===== src/rtl/nvm_cmd_pkg.sv =====
package nvm_cmd_pkg;

    localparam logic [7:0] EXEC_KEY = 8'hA5;

    typedef enum logic [2:0] {
        BE_ERASE_PAGE  = 3'd0,
        BE_ERASE_BLOCK = 3'd1,
        BE_WRITE_PAGE  = 3'd3,
        BE_WRITE_QUAD  = 3'd4,
        BE_CLR_BUFFER  = 3'd5
    } be_op_e;

    typedef enum logic [1:0] {
        CLS_RSVD,
        CLS_MEM,
        CLS_PROT,
        CLS_SWRST
    } cmd_cls_e;

    typedef enum logic [1:0] {
        ST_IDLE,
        ST_PEND,
        ST_WAIT
    } seq_st_e;

    typedef struct packed {
        cmd_cls_e cls;
        be_op_e   op;
        logic     need_user;
        logic     forbid_user;
        logic     lock_chk;
    } cmd_dec_t;

    // protection command codes
    localparam logic [6:0] C_SWRST   = 7'h10;
    localparam logic [6:0] C_LOCK    = 7'h11;
    localparam logic [6:0] C_UNLOCK  = 7'h12;
    localparam logic [6:0] C_CE_SET  = 7'h18;
    localparam logic [6:0] C_CE_CLR  = 7'h19;
    localparam logic [6:0] C_BP_SET  = 7'h1A;
    localparam logic [6:0] C_BP_CLR  = 7'h1B;
    localparam logic [6:0] C_CE_HARD = 7'h1C;
    localparam logic [6:0] C_BP_HARD = 7'h1D;

    function automatic cmd_dec_t decode_cmd(input logic [6:0] code);
        cmd_dec_t d;
        d = '{cls: CLS_RSVD, op: BE_ERASE_PAGE, need_user: 1'b0,
              forbid_user: 1'b0, lock_chk: 1'b0};
        case (code)
            7'h00: begin d.cls = CLS_MEM; d.op = BE_ERASE_PAGE;  d.need_user = 1'b1; end
            7'h01: begin d.cls = CLS_MEM; d.op = BE_ERASE_BLOCK; d.forbid_user = 1'b1; d.lock_chk = 1'b1; end
            7'h03: begin d.cls = CLS_MEM; d.op = BE_WRITE_PAGE;  d.forbid_user = 1'b1; d.lock_chk = 1'b1; end
            7'h04: begin d.cls = CLS_MEM; d.op = BE_WRITE_QUAD;  d.lock_chk = 1'b1; end
            7'h15: begin d.cls = CLS_MEM; d.op = BE_CLR_BUFFER; end
            C_SWRST: d.cls = CLS_SWRST;
            7'h11, 7'h12, 7'h13, 7'h14, 7'h16, 7'h17, 7'h18, 7'h19,
            7'h1A, 7'h1B, 7'h1C, 7'h1D, 7'h30, 7'h31, 7'h32, 7'h34,
            7'h35, 7'h36, 7'h37: d.cls = CLS_PROT;
            default: d.cls = CLS_RSVD;
        endcase
        return d;
    endfunction

endpackage


===== src/rtl/nvm_irq_flags.sv =====
module nvm_irq_flags (
    input  logic       clk,
    input  logic       rst,
    input  logic       set_done,
    input  logic       set_perr,
    input  logic       set_lerr,
    input  logic [2:0] clr,
    output logic       done,
    output logic       perr,
    output logic       lerr
);
    // a set in the same cycle as a clear takes precedence
    always_ff @(posedge clk) begin
        if (rst) begin
            done <= 1'b0;
            perr <= 1'b0;
            lerr <= 1'b0;
        end else begin
            done <= set_done | (done & ~clr[0]);
            perr <= set_perr | (perr & ~clr[1]);
            lerr <= set_lerr | (lerr & ~clr[2]);
        end
    end
endmodule


===== src/rtl/nvm_prot_state.sv =====
module nvm_prot_state
    import nvm_cmd_pkg::*;
#(
    parameter int NREG = 32,
    localparam int RW = $clog2(NREG)
) (
    input  logic            clk,
    input  logic            rst,
    input  logic            op_go,
    input  logic [6:0]      op_code,
    input  logic [RW-1:0]   op_region,
    output logic [NREG-1:0] region_lock,
    output logic            ce_blocked,
    output logic            boot_prot_off,
    output logic            ce_hard,
    output logic            bp_hard
);
    logic ce_lock_q;
    logic bp_dis_q;

    always_ff @(posedge clk) begin
        if (rst) begin
            region_lock <= '0;
            ce_lock_q   <= 1'b0;
            bp_dis_q    <= 1'b0;
            ce_hard     <= 1'b0;
            bp_hard     <= 1'b0;
        end else if (op_go) begin
            case (op_code)
                C_LOCK:    region_lock[op_region] <= 1'b1;
                C_UNLOCK:  region_lock[op_region] <= 1'b0;
                C_CE_SET:  ce_lock_q <= 1'b1;
                C_CE_CLR:  ce_lock_q <= 1'b0;
                C_BP_SET:  bp_dis_q  <= 1'b1;
                C_BP_CLR:  bp_dis_q  <= 1'b0;
                C_CE_HARD: ce_hard   <= 1'b1;
                C_BP_HARD: bp_hard   <= 1'b1;
                default:   ;
            endcase
        end
    end

    assign ce_blocked    = ce_lock_q | ce_hard;
    assign boot_prot_off = bp_dis_q & ~bp_hard;
endmodule


===== src/rtl/nvm_cmd_seq.sv =====
module nvm_cmd_seq
    import nvm_cmd_pkg::*;
#(
    parameter int ADDR_W = 20,
    parameter int NREG   = 32,
    localparam int RW = $clog2(NREG)
) (
    input  logic              clk,
    input  logic              rst,
    input  logic              wr,
    input  logic [15:0]       wdata,
    input  logic              sys_busy,
    input  logic [ADDR_W-1:0] addr,
    input  logic              user_page,
    input  logic              be_busy,
    input  logic              be_ack,
    input  logic [NREG-1:0]   region_lock,
    output logic              be_req,
    output logic [2:0]        be_op,
    output logic [ADDR_W-1:0] be_addr,
    output logic              ready,
    output logic              set_done,
    output logic              set_perr,
    output logic              set_lerr,
    output logic              prot_go,
    output logic [6:0]        prot_code,
    output logic [RW-1:0]     prot_region,
    output logic              cfg_rst
);
    seq_st_e           st_q, st_d;
    logic [6:0]        cmd_q;
    logic [ADDR_W-1:0] addr_q;
    logic              user_q;
    cmd_dec_t          dec;
    logic              key_ok, wr_err, exec, issue, swrst_go, perr_x;
    logic [RW-1:0]     rgn;
    logic              unused_bit7;

    assign unused_bit7 = wdata[7];
    assign key_ok  = (wdata[15:8] == EXEC_KEY);
    assign wr_err  = wr && (!key_ok || st_q != ST_IDLE);
    assign exec    = (st_q == ST_PEND) && !sys_busy && !be_busy;
    assign dec     = decode_cmd(cmd_q);
    assign rgn     = addr_q[ADDR_W-1 -: RW];

    always_comb begin
        perr_x   = 1'b0;
        set_lerr = 1'b0;
        set_done = 1'b0;
        issue    = 1'b0;
        prot_go  = 1'b0;
        swrst_go = 1'b0;
        if (exec) begin
            case (dec.cls)
                CLS_RSVD: perr_x = 1'b1;
                CLS_MEM: begin
                    if ((dec.need_user && !user_q) || (dec.forbid_user && user_q))
                        perr_x = 1'b1;
                    else if (dec.lock_chk && !user_q && region_lock[rgn])
                        set_lerr = 1'b1;
                    else
                        issue = 1'b1;
                end
                CLS_PROT: begin
                    prot_go  = 1'b1;
                    set_done = 1'b1;
                end
                default: begin
                    swrst_go = 1'b1;
                    set_done = 1'b1;
                end
            endcase
        end
        if (st_q == ST_WAIT && be_ack)
            set_done = 1'b1;
    end

    assign set_perr = perr_x | wr_err;

    always_comb begin
        st_d = st_q;
        case (st_q)
            ST_IDLE: if (wr && key_ok) st_d = ST_PEND;
            ST_PEND: if (exec) st_d = issue ? ST_WAIT : ST_IDLE;
            ST_WAIT: if (be_ack) st_d = ST_IDLE;
            default: st_d = ST_IDLE;
        endcase
    end

    always_ff @(posedge clk) begin
        if (rst) begin
            st_q    <= ST_IDLE;
            cmd_q   <= '0;
            addr_q  <= '0;
            user_q  <= 1'b0;
            be_req  <= 1'b0;
            be_op   <= '0;
            be_addr <= '0;
            cfg_rst <= 1'b0;
        end else begin
            st_q    <= st_d;
            be_req  <= issue;
            cfg_rst <= swrst_go;
            if (st_q == ST_IDLE && wr && key_ok) begin
                cmd_q  <= wdata[6:0];
                addr_q <= addr;
                user_q <= user_page;
            end else if (swrst_go) begin
                cmd_q <= '0;
            end
            if (issue) begin
                be_op   <= dec.op;
                be_addr <= addr_q;
            end
        end
    end

    assign ready       = (st_q == ST_IDLE);
    assign prot_code   = cmd_q;
    assign prot_region = rgn;
endmodule


===== src/rtl/nvm_cmd_ctrl.sv =====
module nvm_cmd_ctrl
    import nvm_cmd_pkg::*;
#(
    parameter int ADDR_W = 20,
    parameter int NREG   = 32
) (
    input  logic              clk,
    input  logic              rst,
    input  logic              ctrl_wr,
    input  logic [15:0]       ctrl_wdata,
    input  logic              sys_busy,
    input  logic [ADDR_W-1:0] nvm_addr,
    input  logic              nvm_user_page,
    input  logic [2:0]        flag_clr,
    input  logic              be_busy,
    input  logic              be_ack,
    output logic              be_req,
    output logic [2:0]        be_op,
    output logic [ADDR_W-1:0] be_addr,
    output logic              ready,
    output logic              flag_done,
    output logic              flag_prog_err,
    output logic              flag_lock_err,
    output logic [NREG-1:0]   region_lock,
    output logic              ce_blocked,
    output logic              boot_prot_off,
    output logic              ce_hard_lock,
    output logic              bp_hard_lock,
    output logic              cfg_rst
);
    localparam int RW = $clog2(NREG);

    logic          s_done, s_perr, s_lerr, p_go;
    logic [6:0]    p_code;
    logic [RW-1:0] p_rgn;

    nvm_cmd_seq #(.ADDR_W(ADDR_W), .NREG(NREG)) i_seq (
        .clk(clk), .rst(rst), .wr(ctrl_wr), .wdata(ctrl_wdata),
        .sys_busy(sys_busy), .addr(nvm_addr), .user_page(nvm_user_page),
        .be_busy(be_busy), .be_ack(be_ack), .region_lock(region_lock),
        .be_req(be_req), .be_op(be_op), .be_addr(be_addr), .ready(ready),
        .set_done(s_done), .set_perr(s_perr), .set_lerr(s_lerr),
        .prot_go(p_go), .prot_code(p_code), .prot_region(p_rgn),
        .cfg_rst(cfg_rst)
    );

    nvm_prot_state #(.NREG(NREG)) i_prot (
        .clk(clk), .rst(rst), .op_go(p_go), .op_code(p_code),
        .op_region(p_rgn), .region_lock(region_lock),
        .ce_blocked(ce_blocked), .boot_prot_off(boot_prot_off),
        .ce_hard(ce_hard_lock), .bp_hard(bp_hard_lock)
    );

    nvm_irq_flags i_flags (
        .clk(clk), .rst(rst), .set_done(s_done), .set_perr(s_perr),
        .set_lerr(s_lerr), .clr(flag_clr), .done(flag_done),
        .perr(flag_prog_err), .lerr(flag_lock_err)
    );
endmodule


===== config.mk =====
export PLATFORM = sky130hd
export DESIGN_NAME = nvm_cmd_ctrl
export DESIGN_NICKNAME = d
export VERILOG_FILES = /design/src/rtl/nvm_cmd_pkg.sv /design/src/rtl/nvm_irq_flags.sv /design/src/rtl/nvm_prot_state.sv /design/src/rtl/nvm_cmd_seq.sv /design/src/rtl/nvm_cmd_ctrl.sv
export SDC_FILE = /design/constraint.sdc
export NUM_CORES = 1
export LEC_CHECK = 0
export ABC_AREA = 1
export BUFFER_PORTS_ARGS = -buffer_cell sky130_fd_sc_hd__clkbuf_2
export CORE_ASPECT_RATIO = 1.25
export CORE_MARGIN = 1.5
export CORE_UTILIZATION = 60
export CTS_BUF_LIST = sky130_fd_sc_hd__clkbuf_2 sky130_fd_sc_hd__clkbuf_4 sky130_fd_sc_hd__clkbuf_8
export DETAILED_ROUTE_END_ITERATION = 8
export HOLD_SLACK_MARGIN = 0.15
export PLACE_DENSITY = 0.88
export RECOVER_POWER = 50
export SYNTH_ARGS = -nofsm -noshare
export SYNTH_HDL_FRONTEND = slang
export SYNTH_SLANG_ARGS = --single-unit

===== constraint.sdc =====
create_clock -name clk -period 4.5 [get_ports clk]
set_input_delay 0.9 -clock clk [delete_from_list [all_inputs] [get_ports clk]]
set_output_delay 0.9 -clock clk [all_outputs]
set_load 0.02 [all_outputs]

==> results.cfg <==
[final_layout]
regArea_mm2 = 0.00188
areaGrowthSynthToFinish_pct = 12.7
multiInputGateArea_mm2 = 0.00228
num-nets-final = 865
fill_cells = 698
n_antenna_cell = 0
final_layout_size_suffix_gt1_frac = 0.102

[yosys]
synthArstFlopShare = 0
yosys.cell_count.top_type = nand2_1
synth.avg_cell_area_um2 = 6.43
synth_commonest_cells = nand2_1, nor2_1, dfxtp_1
syn_inst = 730
syn_nets = 776
ys_seq_elements = 94
syn_area_mm2 = 0.00469
synth_warnings = 0
synth_top_area_frac = 0.401
synth_area_leader_cell = dfxtp_1
synth.top_cells.by_area = dfxtp_1, nand2_1, nor2_1
ys_seq_area_frac = 0.401
synth_ff_type = dfxtp_1
synth_edf_count = 0
ys_types = 31

[floorplan]
die_x_um = 82.1
start_util = 0.627
placementRows = 35
core_mm2 = 0.00749
die_area_mm2 = 0.00836
die_h_um = 102
ios = 111

[place]
gp_congestion = 0.868
io_buffers = 109
dp_hpwl_um = 7970

[grt]
grtUsageTotal = 0.291
grt_use_met1 = 0.345
grt_pass1_wl_um = 19200
grt_pass1_vias = 4523
grt.met3_usage = 0.0616
grt_max_degree = 65
met2_usage = 0.490
busiest_layer = met2
antenna_found_initial = 0
overflow = 0

[setup_path]
critical-path-max-stage-delay_ns = 1.29
cpMaxStageDelayCell = inv_1
worstPathArrival_ns = 3.03
critPathTopFamily = buffers and inverters
setup.worst_path.start_class = input pin
crit_type = in2reg
path_cells = clkbuf_2 > inv_1 > buf_4 > nand2_1 > nor2_1
r2r_cells = 10
worstReg2RegStart = i_seq.prot_code[6]
reg2reg_slack_ns = 1.78
path_buf_inv = 3
worstPathRequired_ns = 4.80
worst_setup_path_end_kind = flop
cp_max_fo = 63

[clock_tree]
cts_resized = 0
clk_pin_slew_ns = 0.10
cts_setup_buffers = 0
root_buffer = clkbuf_8
htreeDepth = 3
insertion_delay_ns = 0.37
numCtsBuffers = 9
ctsHoldBuffers = 0
cts_max_path_buffers = 2
cts_sinks = 94
cts_tree = built

[route]
wl_um = 11800
drc = 0
via_count = 4980
drtIter0Drc = 465
routed_via_density = 5.44
routedWlPerCell_um = 12.8
postRouteAntennaNets = 0
drt_pass1_iterations = 5

[timing]
hold_viol = 0
final.period_utilization = 0.606
fin_crit_ns = 2.73
relSlewSlack = -0.162
setup_viol = 0
worst_pin_slew_ns = 1.74
fmax_mhz = 367
rsz0062_at_grt = no
fin_tns_setup_ns = 0
finClkSkew_ns = 0.0159
hold_ws_ns = 0.462
slew_violations = 64

[power]
total_power_w = 0.00144
power_density_mw_per_mm2 = 272
p_leak_nw = 2.18
vdd_drop_max_v = 0.000193

[worst_hold_path]
holdCritStartpoint = i_seq.addr_q[14]
min_path_cells = 2
holdPathEnd = i_seq.addr_q[14]
hold_class = reg2reg

[run]
drv_cap = 1

[outcome]
failed_checks = capacitance limit, slew limit
outcome = finished, violations left
## cell families after synthesis
| group | Yosys count | share of synthesized area |
|---|---|---|
| AO/OA/AOI/OAI | 118 | 0.128 |
| buffers and inverters | 121 | 0.114 |
| flip-flops | 94 | 0.401 |
| AND/OR/NAND/NOR | 397 | 0.358 |
## final cells by class
type                    count  share of cell area
repair buffers            114              0.0951
clock inverters             7              0.0123
flip-flops and latches     94               0.356
inverters                  85              0.0608
clock buffers               9              0.0234
well taps                  92              0.0218
multi-input cells         515               0.431
## per-layer routing
metal | wire length, um | share of wire | up-vias
met2 | 5840 | 0.50 | 200
met3 | 853 | 0.073 | 37
met5 | 0 | 0 | -
met1 | 4660 | 0.40 | 2252
met4 | 401 | 0.034 | 0
li1 | - | - | 2491
## power breakdown
part           switching, W  internal [W]   total, W
Combinational     0.0000315     0.0000258  0.0000573
Sequential      0.000000810      0.000832   0.000833
Clock              0.000334      0.000214   0.000547
Total              0.000366       0.00107    0.00144
## metrics by stage
step | worst slack [ns] | instance area (um^2) | util | std cells
after floorplan | 2.49 | 4690 | - | 730
after global routing | 1.48 | 5290 | 0.706 | 916
final | 1.77 | 5290 | 0.706 | 916
after CTS | 1.83 | 5370 | 0.718 | 916
after global placement | 1.64 | 5180 | 0.692 | 900
after detailed placement | 1.57 | 5180 | 0.692 | 900
## placed cells by master (no fill, tap or decap), types with 2 or more instances in the layout
master,n
o21ai_1,2
nor3_1,10
nand2_1,175
nand2_2,3
nor2_2,4
a31oi_1,2
nor2_1,118
inv_2,5
a21oi_1,87
nand4_1,4
o21ai_0,25
inv_1,79
clkbuf_8,9
nand3_1,74
buf_4,5
nor2_4,2
inv_6,4
clkbuf_1,64
dfxtp_1,94
clkbuf_2,45
## worst reg2reg max path: stages, from the launching register on
cell	delay (ns)
dfxtp_1	0.35
nor2_2	0.20
nand2_2	0.14
inv_2	0.13
nand3_1	0.11
nand3_1	0.16
nand3_1	0.16
nor2_4	0.97
nand3_1	0.24
nand2_1	0.12
nor2_1	0.04
## worst max-delay path by stage
stage / startpoint / end / slack (ns) / depth (start not counted)
6_report: rst / flop / 1.77 / 5
5_1_grt: i_seq.prot_code[1] / flop / 1.48 / 11
4_1_cts: i_seq.prot_code[6] / flop / 1.83 / 10
3_5_place_dp: sys_busy / flop / 1.57 / 7
3_3_place_gp: sys_busy / flop / 1.64 / 7
2_1_floorplan: ctrl_wdata[14] / i_seq.addr_q[0] / 2.49 / 7
(Power assumes the default switching activity.)
